`src/rtl/ppb_pkg.sv`:
```
package ppb_pkg;

  localparam int unsigned NUM_TGT     = 4;
  localparam int unsigned TGT_SCB     = 0;
  localparam int unsigned TGT_TICK_NS = 1;
  localparam int unsigned TGT_TICK_S  = 2;
  localparam int unsigned TGT_EREC    = 3;

  typedef enum logic [2:0] {
    RT_IDLE,
    RT_TARGET,
    RT_DEFAULT,
    RT_ALIAS_NS,
    RT_OUTSIDE
  } route_e;

  // Half-open window test: base <= a < base + len, written without overflow.
  function automatic logic in_window(input logic [31:0] a,
                                     input logic [31:0] base,
                                     input logic [31:0] len);
    return (a >= base) && ((a - base) < len);
  endfunction

  // Byte counts accepted by the default responder.
  function automatic logic size_legal(input logic [3:0] bytes);
    return (bytes >= 4'd1) && (bytes <= 4'd8);
  endfunction

endpackage

```
`src/rtl/ppb_window_decode.sv`:
```
module ppb_window_decode
  import ppb_pkg::*;
#(
  parameter logic [31:0] REGION_BASE = 32'hE000_0000,
  parameter logic [31:0] REGION_LEN  = 32'h0010_0000,
  parameter logic [31:0] SCB_BASE    = 32'hE000_E000,
  parameter logic [31:0] ALIAS_BASE  = 32'hE002_E000,
  parameter logic [31:0] EREC_BASE   = 32'hE000_5000,
  parameter logic [31:0] WIN_LEN     = 32'h0000_1000,
  parameter logic [31:0] TICK_OFS    = 32'h0000_0010,
  parameter logic [31:0] TICK_LEN    = 32'h0000_00E0,
  parameter bit          HAS_SEC     = 1'b1,
  parameter bit          HAS_EREC    = 1'b1,
  localparam int unsigned OFS_W      = $clog2(WIN_LEN)
) (
  input  logic               clk,
  input  logic               rst_n,
  input  logic               valid,
  input  logic [31:0]        addr,
  input  logic               secure,
  output route_e             route,
  output logic [NUM_TGT-1:0] sel,
  output logic               fwd_secure,
  output logic [OFS_W-1:0]   offset
);

  logic in_region, alias_hit, alias_fwd, scb_like, tick_hit, erec_hit;

  assign offset     = addr[OFS_W-1:0];
  assign in_region  = in_window(addr, REGION_BASE, REGION_LEN);
  assign alias_hit  = HAS_SEC && in_window(addr, ALIAS_BASE, WIN_LEN);
  assign alias_fwd  = alias_hit && secure;
  assign scb_like   = in_window(addr, SCB_BASE, WIN_LEN) || alias_fwd;
  assign tick_hit   = scb_like &&
                      in_window({{(32-OFS_W){1'b0}}, offset}, TICK_OFS, TICK_LEN);
  assign erec_hit   = HAS_EREC && in_window(addr, EREC_BASE, WIN_LEN);
  assign fwd_secure = secure && !alias_hit;

  always_comb begin
    sel   = '0;
    route = RT_IDLE;
    if (valid) begin
      if (!in_region) begin
        route = RT_OUTSIDE;
      end else if (alias_hit && !secure) begin
        route = RT_ALIAS_NS;
      end else if (tick_hit) begin
        route = RT_TARGET;
        if (HAS_SEC && fwd_secure) sel[TGT_TICK_S]  = 1'b1;
        else                       sel[TGT_TICK_NS] = 1'b1;
      end else if (scb_like) begin
        route = RT_TARGET;
        sel[TGT_SCB] = 1'b1;
      end else if (erec_hit) begin
        route = RT_TARGET;
        sel[TGT_EREC] = 1'b1;
      end else begin
        route = RT_DEFAULT;
      end
    end
  end

  assert_one_target_R4: assert property (@(posedge clk) disable iff (!rst_n)
    $onehot0(sel));

  assert_idle_no_sel_R10: assert property (@(posedge clk) disable iff (!rst_n)
    !valid |-> (sel == '0));

  assert_secure_bank_R6: assert property (@(posedge clk) disable iff (!rst_n)
    sel[TGT_TICK_S] |-> (secure && fwd_secure));

  assert_alias_cleared_R8: assert property (@(posedge clk) disable iff (!rst_n)
    (valid && alias_fwd) |-> (!fwd_secure && !sel[TGT_TICK_S] && (sel != '0)));

  assert_outside_none_R1: assert property (@(posedge clk) disable iff (!rst_n)
    (route == RT_OUTSIDE) |-> (sel == '0));

endmodule

```
`src/rtl/ppb_default_resp.sv`:
```
module ppb_default_resp
  import ppb_pkg::*;
(
  input  logic   clk,
  input  logic   rst_n,
  input  route_e route,
  input  logic   user,
  input  logic [3:0] size,
  output logic   def_err
);

  logic size_ok;
  assign size_ok = size_legal(size);

  always_comb begin
    unique case (route)
      RT_OUTSIDE:  def_err = 1'b1;
      RT_DEFAULT:  def_err = user || !size_ok;
      RT_ALIAS_NS: def_err = user;
      default:     def_err = 1'b0;
    endcase
  end

  assert_priv_quiet_R2: assert property (@(posedge clk) disable iff (!rst_n)
    (route == RT_DEFAULT && !user && size >= 4'd1 && size <= 4'd8) |-> !def_err);

  assert_user_fault_R9: assert property (@(posedge clk) disable iff (!rst_n)
    ((route == RT_DEFAULT || route == RT_ALIAS_NS) && user) |-> def_err);

endmodule

```
`src/rtl/ppb_resp_reg.sv`:
```
module ppb_resp_reg
  import ppb_pkg::*;
#(
  parameter int unsigned DATA_W = 32
) (
  input  logic                      clk,
  input  logic                      rst_n,
  input  logic                      valid,
  input  logic                      write,
  input  logic [NUM_TGT-1:0]        sel,
  input  logic [NUM_TGT*DATA_W-1:0] tgt_rdata,
  input  logic [NUM_TGT-1:0]        tgt_err,
  input  logic                      def_err,
  output logic                      rsp_valid,
  output logic [DATA_W-1:0]         rsp_rdata,
  output logic                      rsp_err
);

  logic [DATA_W-1:0]  masked [NUM_TGT];
  logic [NUM_TGT-1:0] err_hit;
  logic [DATA_W-1:0]  mux_data, next_data;
  logic               next_err;

  for (genvar gi = 0; gi < NUM_TGT; gi++) begin : g_pick
    assign masked[gi]  = sel[gi] ? tgt_rdata[gi*DATA_W +: DATA_W] : '0;
    assign err_hit[gi] = sel[gi] & tgt_err[gi];
  end

  always_comb begin
    mux_data = '0;
    for (int i = 0; i < NUM_TGT; i++) mux_data = mux_data | masked[i];
  end

  assign next_data = write ? '0 : mux_data;
  assign next_err  = (|err_hit) | def_err;

  always_ff @(posedge clk or negedge rst_n) begin
    if (!rst_n) begin
      rsp_valid <= 1'b0;
      rsp_rdata <= '0;
      rsp_err   <= 1'b0;
    end else begin
      rsp_valid <= valid;
      rsp_rdata <= valid ? next_data : '0;
      rsp_err   <= valid ? next_err : 1'b0;
    end
  end

  assert_rsp_follows_R11: assert property (@(posedge clk) disable iff (!rst_n)
    valid |=> rsp_valid);

  assert_rsp_quiet_R11: assert property (@(posedge clk) disable iff (!rst_n)
    !valid |=> (!rsp_valid && !rsp_err));

  assert_write_zero_R11: assert property (@(posedge clk) disable iff (!rst_n)
    (valid && write) |=> (rsp_rdata == '0));

  assert_unclaimed_zero_R2: assert property (@(posedge clk) disable iff (!rst_n)
    (valid && sel == '0) |=> (rsp_rdata == '0));

endmodule

```
`src/rtl/ppb_secure_decoder.sv`:
```
module ppb_secure_decoder
  import ppb_pkg::*;
#(
  parameter int unsigned DATA_W   = 32,
  parameter bit          HAS_SEC  = 1'b1,
  parameter bit          HAS_EREC = 1'b1,
  localparam int unsigned OFS_W   = 12
) (
  input  logic                      clk,
  input  logic                      rst_n,
  input  logic                      req_valid,
  input  logic [31:0]               req_addr,
  input  logic                      req_write,
  input  logic [3:0]                req_size,
  input  logic [DATA_W-1:0]         req_wdata,
  input  logic                      req_secure,
  input  logic                      req_user,
  output logic [NUM_TGT-1:0]        tgt_sel,
  output logic [OFS_W-1:0]          tgt_offset,
  output logic                      tgt_write,
  output logic [DATA_W-1:0]         tgt_wdata,
  output logic [3:0]                tgt_size,
  output logic                      tgt_secure,
  input  logic [NUM_TGT*DATA_W-1:0] tgt_rdata,
  input  logic [NUM_TGT-1:0]        tgt_err,
  output logic                      rsp_valid,
  output logic [DATA_W-1:0]         rsp_rdata,
  output logic                      rsp_err
);

  route_e route;
  logic   def_err;

  assign tgt_write = req_write;
  assign tgt_wdata = req_wdata;
  assign tgt_size  = req_size;

  ppb_window_decode #(
    .HAS_SEC  (HAS_SEC),
    .HAS_EREC (HAS_EREC)
  ) u_decode (
    .clk        (clk),
    .rst_n      (rst_n),
    .valid      (req_valid),
    .addr       (req_addr),
    .secure     (req_secure),
    .route      (route),
    .sel        (tgt_sel),
    .fwd_secure (tgt_secure),
    .offset     (tgt_offset)
  );

  ppb_default_resp u_default (
    .clk     (clk),
    .rst_n   (rst_n),
    .route   (route),
    .user    (req_user),
    .size    (req_size),
    .def_err (def_err)
  );

  ppb_resp_reg #(
    .DATA_W (DATA_W)
  ) u_resp (
    .clk       (clk),
    .rst_n     (rst_n),
    .valid     (req_valid),
    .write     (req_write),
    .sel       (tgt_sel),
    .tgt_rdata (tgt_rdata),
    .tgt_err   (tgt_err),
    .def_err   (def_err),
    .rsp_valid (rsp_valid),
    .rsp_rdata (rsp_rdata),
    .rsp_err   (rsp_err)
  );

endmodule

```
`config.mk`:
```
export PLATFORM = sky130hd
export DESIGN_NAME = ppb_secure_decoder
export DESIGN_NICKNAME = d
export VERILOG_FILES = /design/src/rtl/ppb_pkg.sv /design/src/rtl/ppb_window_decode.sv /design/src/rtl/ppb_default_resp.sv /design/src/rtl/ppb_resp_reg.sv /design/src/rtl/ppb_secure_decoder.sv
export SDC_FILE = /design/constraint.sdc
export NUM_CORES = 1
export LEC_CHECK = 0
export BUFFER_PORTS_ARGS = -buffer_cell sky130_fd_sc_hd__buf_2
export CAP_MARGIN = 10
export CORE_AREA = 2 2 115 117
export CTS_CLUSTER_DIAMETER = 50
export DETAILED_ROUTE_END_ITERATION = 12
export DIE_AREA = 0 0 117 119
export PLACE_DENSITY = 0.72
export SYNTH_ARGS = -nofsm -noshare
export SYNTH_HDL_FRONTEND = slang
export SYNTH_SLANG_ARGS = --single-unit
```
`constraint.sdc`:
```
create_clock -name clk -period 3.3 [get_ports clk]
set_input_delay 0.495 -clock clk [delete_from_list [all_inputs] [get_ports clk]]
set_output_delay 0.495 -clock clk [all_outputs]
set_load 0.05 [all_outputs]
```
Word level (Yosys, flattened, before mapping):

Index checks and enable logic that the tools add are counted.

* register bits after elaboration: 34
* input bits: 206
* word-level logic and storage cells: 72

* add/sub/neg operators: 5
* order comparisons: 12
* muxes and demuxes: 25
* equality and inequality tests: 3
* reductions and logical operators: 16
* bitwise operators: 8

Operator list (count)
* 2-to-1 mux 32 bit: 6
* greater-or-equal comparator 32 bit (second input constant): 4
* subtractor 32 bit (second input constant): 4
* < comparator 32 x 13 -> 1 bit (second input constant): 3
* OR 32 bit: 3
* < comparator 32 x 21 -> 1 bit (second input constant): 1
* < comparator 32 x 8 -> 1 bit (second input constant): 1
* 2-to-1 mux 3 bit: 5
* subtractor 12 x 5 -> 13 bit (second input constant): 1
* greater-or-equal comparator 12 x 5 -> 1 bit (second input constant): 1
* 2-to-1 mux 4 bit: 3
* logical AND 1 bit: 10
* 2-to-1 mux 1 bit: 8
* equality test 3 x 2 -> 1 bit (second input constant): 2
* bitwise AND 1 bit: 4
* greater-or-equal comparator 4 x 1 -> 1 bit (second input constant): 1
* <= comparator 4 bit (second input constant): 1
* 2-to-1 mux 2 bit: 2
* OR reduction 4 bit: 1
* equality test 3 bit (second input constant): 1
* zero test 1 bit: 3
* one-hot mux 1 bit (3 select lines): 1
* logical OR 1 bit: 2
* OR 1 bit: 1

Longest topological paths before layout:

Gate-level depths: netlist of the first run.

* word-level depth: 16
* gate-level depth with buffers: 11

By module:

A second synthesis of the first run with hierarchy kept.

* cell total of the unflattened synthesis: 381
* area, all modules: 3270.6 µm²

By module, submodules not included
* ppb_resp_reg: cells an instance 153, times used 1, area each 1711.6 µm²
* ppb_window_decode: cells an instance 184, times used 1, area each 1224.9 µm²
* ppb_secure_decoder: cells an instance 37, times used 1, area each 277.8 µm²
* ppb_default_resp: cells an instance 7, times used 1, area each 56.3 µm²

Least setup slack after synthesis of the first run:

Ideal clock, no wire load.

* path kind: input port to output port
* start point: input req_addr[13]
* end point: output tgt_sel[3]
* data arrival time: 3.074 ns
* stages: 9
* data required time: 2.805 ns
* buffers on the path: 2
* setup slack: -0.269 ns
* cell sequence: clkbuf_1 > inv_1 > ha_1 > a21oi_1 > nand2_1 > or4_1 > a311oi_2 > clkbuf_1 > and3_1

* word-level cells in the longest chain between the ends: 10
* elaborated cells between the ends (all ways): 26
* classes of those cells: add/sub (4); order compare (8); mux (6); reduce/logical (8)

RTL lines
* from (decl): RTL line ppb_secure_decoder.sv:12 `input logic [31:0] req_addr,`
* subtractor 32 bit: RTL line ppb_pkg.sv:21 `return (a >= base) && ((a - base) < len);`
* < comparator 32 x 13 -> 1 bit: RTL line ppb_pkg.sv:21
* logical AND 1 bit: RTL line ppb_pkg.sv:21
* logical AND 1 bit: RTL line ppb_window_decode.sv:32 `assign alias_fwd = alias_hit && secure;`
* logical OR 1 bit: RTL line ppb_window_decode.sv:33 `assign scb_like = in_window(addr, SCB_BASE, WIN_LEN) || alias_fwd;`
* 2-to-1 mux 1 bit / logical AND 1 bit (equally long branches): RTL line ppb_window_decode.sv:51, ppb_window_decode.sv:34
* 2-to-1 mux 1 bit: RTL line ppb_window_decode.sv:47 `end else if (tick_hit) begin`
* 2-to-1 mux 4 bit: RTL line ppb_window_decode.sv:45 `end else if (alias_hit && !secure) begin`
* 2-to-1 mux 4 bit (*): RTL line ppb_window_decode.sv:43 `if (!in_region) begin`
* 2-to-1 mux 4 bit (*): RTL line ppb_window_decode.sv:42 `if (valid) begin`
* to (decl): RTL line ppb_secure_decoder.sv:18 `output logic [NUM_TGT-1:0] tgt_sel,`

Mark *: on every way between the ends. The rest lies on a longest branch, timed or not.

Worst setup path after layout of the first run:

* start point: input req_addr[24]
* end point: output tgt_sel[0]

Same word-level chain as after synthesis.

==> flow_summary.ini, run 1 <==
[clock_tree]
clk_pin_slew_worst_paths_ns = 0.06
cts_buffers = 5
htreeDepth = 2
cts_root_buf = clkbuf_16
cts_tree = built
clockBufferDepth = 2
post-cts-setup-buffers = 0
cts.sinks = 34

[route]
wl_per_cell_um = 18.3
drc = 0
drtIter0Drc = 485
firstDrtPassIters = 5
wl_um = 15600
vias = 4783
via_per_inst = 5.61
ant_nets = 0

[synth]
synth.area.top_cells = dfrtp_1 22%, nand4_1 12%, buf_4 9.6%, a221o_1 8.7%, a21oi_1 5.2%
yosysTopAreaCell = dfrtp_1
ys_ff_latch = 34
synth_top_cells_by_count = 76 x nand4_1, 49 x buf_4, 40 x a21oi_1, 34 x dfrtp_1
synthDistinctLibCells = 68
synth_edf_count = 0
synth_area_um2 = 3820
synth_warnings = 0
ys_seq_area_share_pct = 22.3
synth_top_area_share_pct = 22.3
async_reset_ff_share_pct = 100
synthCells = 464
avgSynthCellArea_um2 = 8.23
synth_ff_type = dfrtp_1
synth_most_common_cell = nand4_1
synth_nets = 674

[pwr]
seqPwrFrac_pct = 32.8
p_int_w = 0.000881
leakage_nw = 2.49
ir_worst_vdd_v = 0.000151
pwr-share-comb_pct = 30.3
p_clk_share_pct = 36.8
p_sw_share_pct = 31.0
power.density_nw_per_um2 = 235
switching_power_w = 0.000395

[die]
core-area_um2 = 12900
die_area_um2 = 13900
row_count = 42
initial_core_util_pct = 29.7
fp.dieW_um = 117
dieHeight_um = 119
ios = 294

[layout]
drive_gt1_share_pct = 49.8
seqCellArea_um2 = 851
multi_input_area_um2 = 2430
syn_to_final_growth_pct = 42.4
n_fill_cell = 1307
fin_nets = 882

[sta]
holdWs_ns = 0.282
hold_viol = 0
slew_viol_final = 0
setup_ws_ns = 0.0479
finalCritPeriodShare_pct = 98.5
setup_viol = 0
rsz0062_at_grt = yes
max_freq_mhz = 307
relSlewSlack_pct = 50.0
worst_pin_slew_ns = 0.750
period_needed_ns = 3.25

[grt]
grt-ovfl-total = 0
antenna_found_initial = 4
grt_max_degree = 35
gr-usage-all-layers_pct = 20.7
grt_pass1_vias = 4429
grt_pass1_wl_um = 22700

[critical_path]
critical_path_required_ns = 2.80
setup.worst_path.start = req_addr[24]
cp_max_fo = 5
worstPathArrival_ns = 2.76
path_class = primary input to output pin
cp-end-kind = output pin
cp-endpoint = tgt_sel[0]
worstSetupStartpointType = primary input

[flow_run]
max-cap-violations = 0

[place]
pre_cts_slack_ns = -0.0882
globalplace.congestion = 0.955
io_buffers = 229
dpl.hpwl_um = 12700

[status]
status = complete, no violations

[hold_path]
hp-class = primary input to async pin
routing by layer:
metal  up-vias  share of wire, %  wire length, um  track usage, %
met4         0               4.4              692            10.5
met1      2228                38             6000            24.8
met2       264                49             7720            35.8
met3        67               7.8             1210            2.54
met5         -                 0                0               0
li1       2224                 -                -               -
cells in the final DEF, fill, tap and decap left out, types with 5 or more instances in the layout:
| master | instances |
|---|---|
| buf_2 | 222 |
| nand4_1 | 76 |
| buf_4 | 62 |
| a21oi_1 | 40 |
| dfrtp_1 | 34 |
| a221o_1 | 33 |
| nor2_1 | 19 |
| inv_1 | 11 |
| nor3_1 | 11 |
| o21ai_0 | 10 |
| nand2_1 | 10 |
| nand3_1 | 8 |
| nor4_4 | 6 |
| xnor2_1 | 6 |
| or4_1 | 5 |
| clkbuf_16 | 5 |
| buf_12 | 5 |
how the worst min path moves through the flow:
| stage | from | endpoint | slack, ns | cells past startpoint |
|---|---|---|---|---|
| 2_1_floorplan | rst_n | u_resp.rsp_err$_DFF_PN0_ | 0.20 | 0 |
| 3_3_place_gp | rst_n | u_resp.rsp_rdata[7]$_DFF_PN0_ | 0.60 | 1 |
| 3_5_place_dp | rst_n | u_resp.rsp_rdata[7]$_DFF_PN0_ | 0.60 | 1 |
| 4_1_cts | rst_n | u_resp.rsp_rdata[18]$_DFF_PN0_ | 0.31 | 1 |
| 5_1_grt | rst_n | u_resp.rsp_rdata[6]$_DFF_PN0_ | 0.34 | 1 |
| 6_report | rst_n | u_resp.rsp_rdata[20]$_DFF_PN0_ | 0.28 | 1 |
kinds of logic after synthesis:
| group | count (synthesis) | synth area share [%] |
|---|---|---|
| AOI/OAI and AO/OA | 125 | 24.7 |
| xor gates and xnor gates | 10 | 2.29 |
| adders and majority gates | 4 | 1.31 |
| buffers and inverters | 104 | 16.5 |
| DFF | 34 | 22.3 |
| muxes | 5 | 1.38 |
| and+or+nand+nor | 182 | 31.5 |
registers in the layout, summed over array words and instances, names as in the netlist:
signal	flops
u_resp.rsp_valid	1
u_resp.rsp_err	1
u_resp.rsp_rdata	32
cell type report:
cell class,count,share of cell area [%]
multi-input combinational,326,44.7
timing repair buffer,294,31.9
sequential,34,15.6
tap,176,4.05
clock buffer,6,2.55
inverter,11,0.759
clock inverter,2,0.230
antenna,4,0.184
stage by stage:
step                      area (um^2)  TNS, ns  power (W)  cells  utilization [%]
after floorplan                  3830  -0.0259   0.000713    464                -
after global placement           5190   -0.100   0.000801    841             40.3
after detailed placement         5190   -0.197   0.000804    841             40.3
after CTS                        5360        0    0.00127    849             41.6
after global routing             5440  -0.0789    0.00133    853             42.2
final                            5440        0    0.00128    853             42.2
repair_timing:
action / in CTS / in global routing
pin swaps: 0 / 3
setup endpoints to repair: 3 / 4
hold buffers: 0 / 0
gates resized for setup: 4 / 15
hold endpoints to repair: 0 / 0
power groups by stage:
stage / Sequential (W) / Clock (W) / Combinational, W
after CTS: 0.000419 / 0.000475 / 0.000380
final: 0.000419 / 0.000470 / 0.000387
after global routing: 0.000419 / 0.000502 / 0.000414
after detailed placement: 0.000426 / 0 / 0.000378
after floorplan: 0.000431 / 0 / 0.000282
after global placement: 0.000426 / 0 / 0.000375
critical path: stages:
cell	delay [ns]
buf_6	0.10
or4_4	0.62
nor4_4	0.35
o211ai_1	0.17
a221o_1	0.38
nor4b_4	0.27
o211a_2	0.23
buf_8	0.15
(Power assumes the default switching activity.)
==> run 2, diff against run 1 <==
--- a/config.mk
+++ b/config.mk
@@ -5,13 +5,13 @@
 export SDC_FILE = /design/constraint.sdc
 export NUM_CORES = 1
 export LEC_CHECK = 0
-export BUFFER_PORTS_ARGS = -buffer_cell sky130_fd_sc_hd__buf_2
 export CAP_MARGIN = 10
-export CORE_AREA = 2 2 115 117
+export CORE_AREA = 2 2 114 116
 export CTS_CLUSTER_DIAMETER = 50
 export DETAILED_ROUTE_END_ITERATION = 12
-export DIE_AREA = 0 0 117 119
-export PLACE_DENSITY = 0.72
+export DIE_AREA = 0 0 116 118
+export DONT_BUFFER_PORTS = 1
+export PLACE_DENSITY = 0.52
 export SYNTH_ARGS = -nofsm -noshare
 export SYNTH_HDL_FRONTEND = slang
 export SYNTH_SLANG_ARGS = --single-unit
==> flow_summary.ini, run 2 (synthesis gave the netlist of run 1 again) <==
[layout]
regMostFlops = u_resp.rsp_rdata
syn_to_final_growth_pct = 2.59
n_fill_cell = 1344
reg_top3 = u_resp.rsp_rdata (32), u_resp.rsp_err (1), u_resp.rsp_valid (1)
largest_register_ffs = 32
mostFrequentLayoutCell = nand4_1
final_cell_mix = 76 x nand4_1, 40 x a21oi_1, 34 x dfrtp_1
fin_nets = 616
drive_gt1_share_pct = 16.3
stdcell_count = 579

[clock_tree]
clk_pin_slew_worst_paths_ns = 0.06
cts_buffers = 5
clockBufferDepth = 2
cts_root_buf = clkbuf_16
cts.sinks = 34
cts_tree = built
htreeDepth = 2

[die]
row_count = 41
fp.dieW_um = 116
die_area_um2 = 13700
initial_core_util_pct = 30.8
ios = 294
dieHeight_um = 118
core-area_um2 = 12400

[grt]
antenna_found_initial = 3
grt_max_degree = 35
grt-ovfl-total = 0
gr-usage-all-layers_pct = 19.6
grt_pass1_wl_um = 21100
grt_pass1_vias = 3598

[critical_path]
cp_max_fo = 6
path_class = primary input to output pin
critical_path_required_ns = 2.80
worstPathArrival_ns = 2.71
cp-end-kind = output pin
worstSetupStartpointType = primary input

[sta]
setup_viol = 0
finalCritPeriodShare_pct = 97.2
period_needed_ns = 3.21
hold_viol = 0
worst_pin_slew_ns = 0.701
relSlewSlack_pct = 53.3
slew_viol_final = 0
setup_ws_ns = 0.0924
max_freq_mhz = 312

[place]
io_buffers = 0
globalplace.congestion = 0.876
pre_cts_slack_ns = -0.0769
dp_cells = 568
dpl.hpwl_um = 11300

[route]
wl_um = 14400
drc = 0
drtIter0Drc = 270
vias = 3847
wl_per_cell_um = 24.9
via_per_inst = 6.64
firstDrtPassIters = 5
ant_nets = 0

[pwr]
leakage_nw = 1.32
ir_worst_vdd_v = 0.000144
finalPower_w = 0.00101
power.density_nw_per_um2 = 257

[flow_run]
max-cap-violations = 0

[hold_path]
hp-class = primary input to async pin

[status]
status = complete, no violations
## run 2: changes by cell type in the layout (fill, tap and decap cells not counted), moves of 2 or more
cell	before	now
buf_4	62	23
nor4_1	4	6
buf_6	3	0
diode_2	4	1
nor4_4	6	4
buf_2	222	0
## run 2: what timing repair did
item,in CTS,in global routing
endpoints found under the setup margin,0,6
buffers inserted,0,2
endpoints found under the hold margin,34,0
hold buffers,1,0
resized for setup,0,4
## run 2: path summary, 6_finish.rpt
kind / startpoint / endpoint / slack, ns / cells past startpoint
min in group clk: req_valid / u_resp.rsp_valid$_DFF_PN0_ / 0.26 / 0
max in group asynchronous: rst_n / u_resp.rsp_rdata[26]$_DFF_PN0_ / 3.06 / 1
min: rst_n / u_resp.rsp_rdata[20]$_DFF_PN0_ / 0.05 / 1
max: req_addr[25] / tgt_sel[0] / 0.09 / 8
## run 2: critical path, cell delays in order
cell and delay, ns:
or4_4 0.58, nor4_1 0.33, nand4_1 0.16, a221o_1 0.39, nor4b_4 0.22, buf_4 0.18
o211a_2 0.21, buf_12 0.14
## run 2: final cells by class
class | count | area (um^2) | share of cell area, %
repair buffers | 28 | 273 | 6.96
flip-flops and latches | 34 | 851 | 21.7
clock inverters | 2 | 10.0 | 0.256
well taps | 172 | 215 | 5.49
multi-input cells | 326 | 2400 | 61.3
clock buffers | 5 | 125 | 3.19
inverters | 11 | 41.3 | 1.05
diodes | 1 | 2.50 | 0.0639
## run 2: metal layers
metal / part of all wire [%] / GRT usage (%)
met1: 37 / 23.1
met2: 50 / 33.7
met3: 11 / 5.41
met4: 2.6 / 7.14
met5: 0.16 / 0
## run 2: power by group
part           total, W  internal [W]  switching, W
registers      0.000424      0.000419    0.00000510
logic          0.000152     0.0000642     0.0000875
clock network  0.000430      0.000272      0.000158
## run 2: per-stage QoR
step	util, %	setup TNS (ns)	hold WS (ns)	instance area, um^2
6_report	31.6	0	0.0511	3920
5_1_grt	31.6	-0.00499	0.0570	3920
4_1_cts	31.3	0	0.0481	3880
3_5_place_dp	30.0	-1.73	0.200	3730
3_3_place_gp	30.0	0	0.200	3730
2_1_floorplan	-	-0.0259	0.199	3830
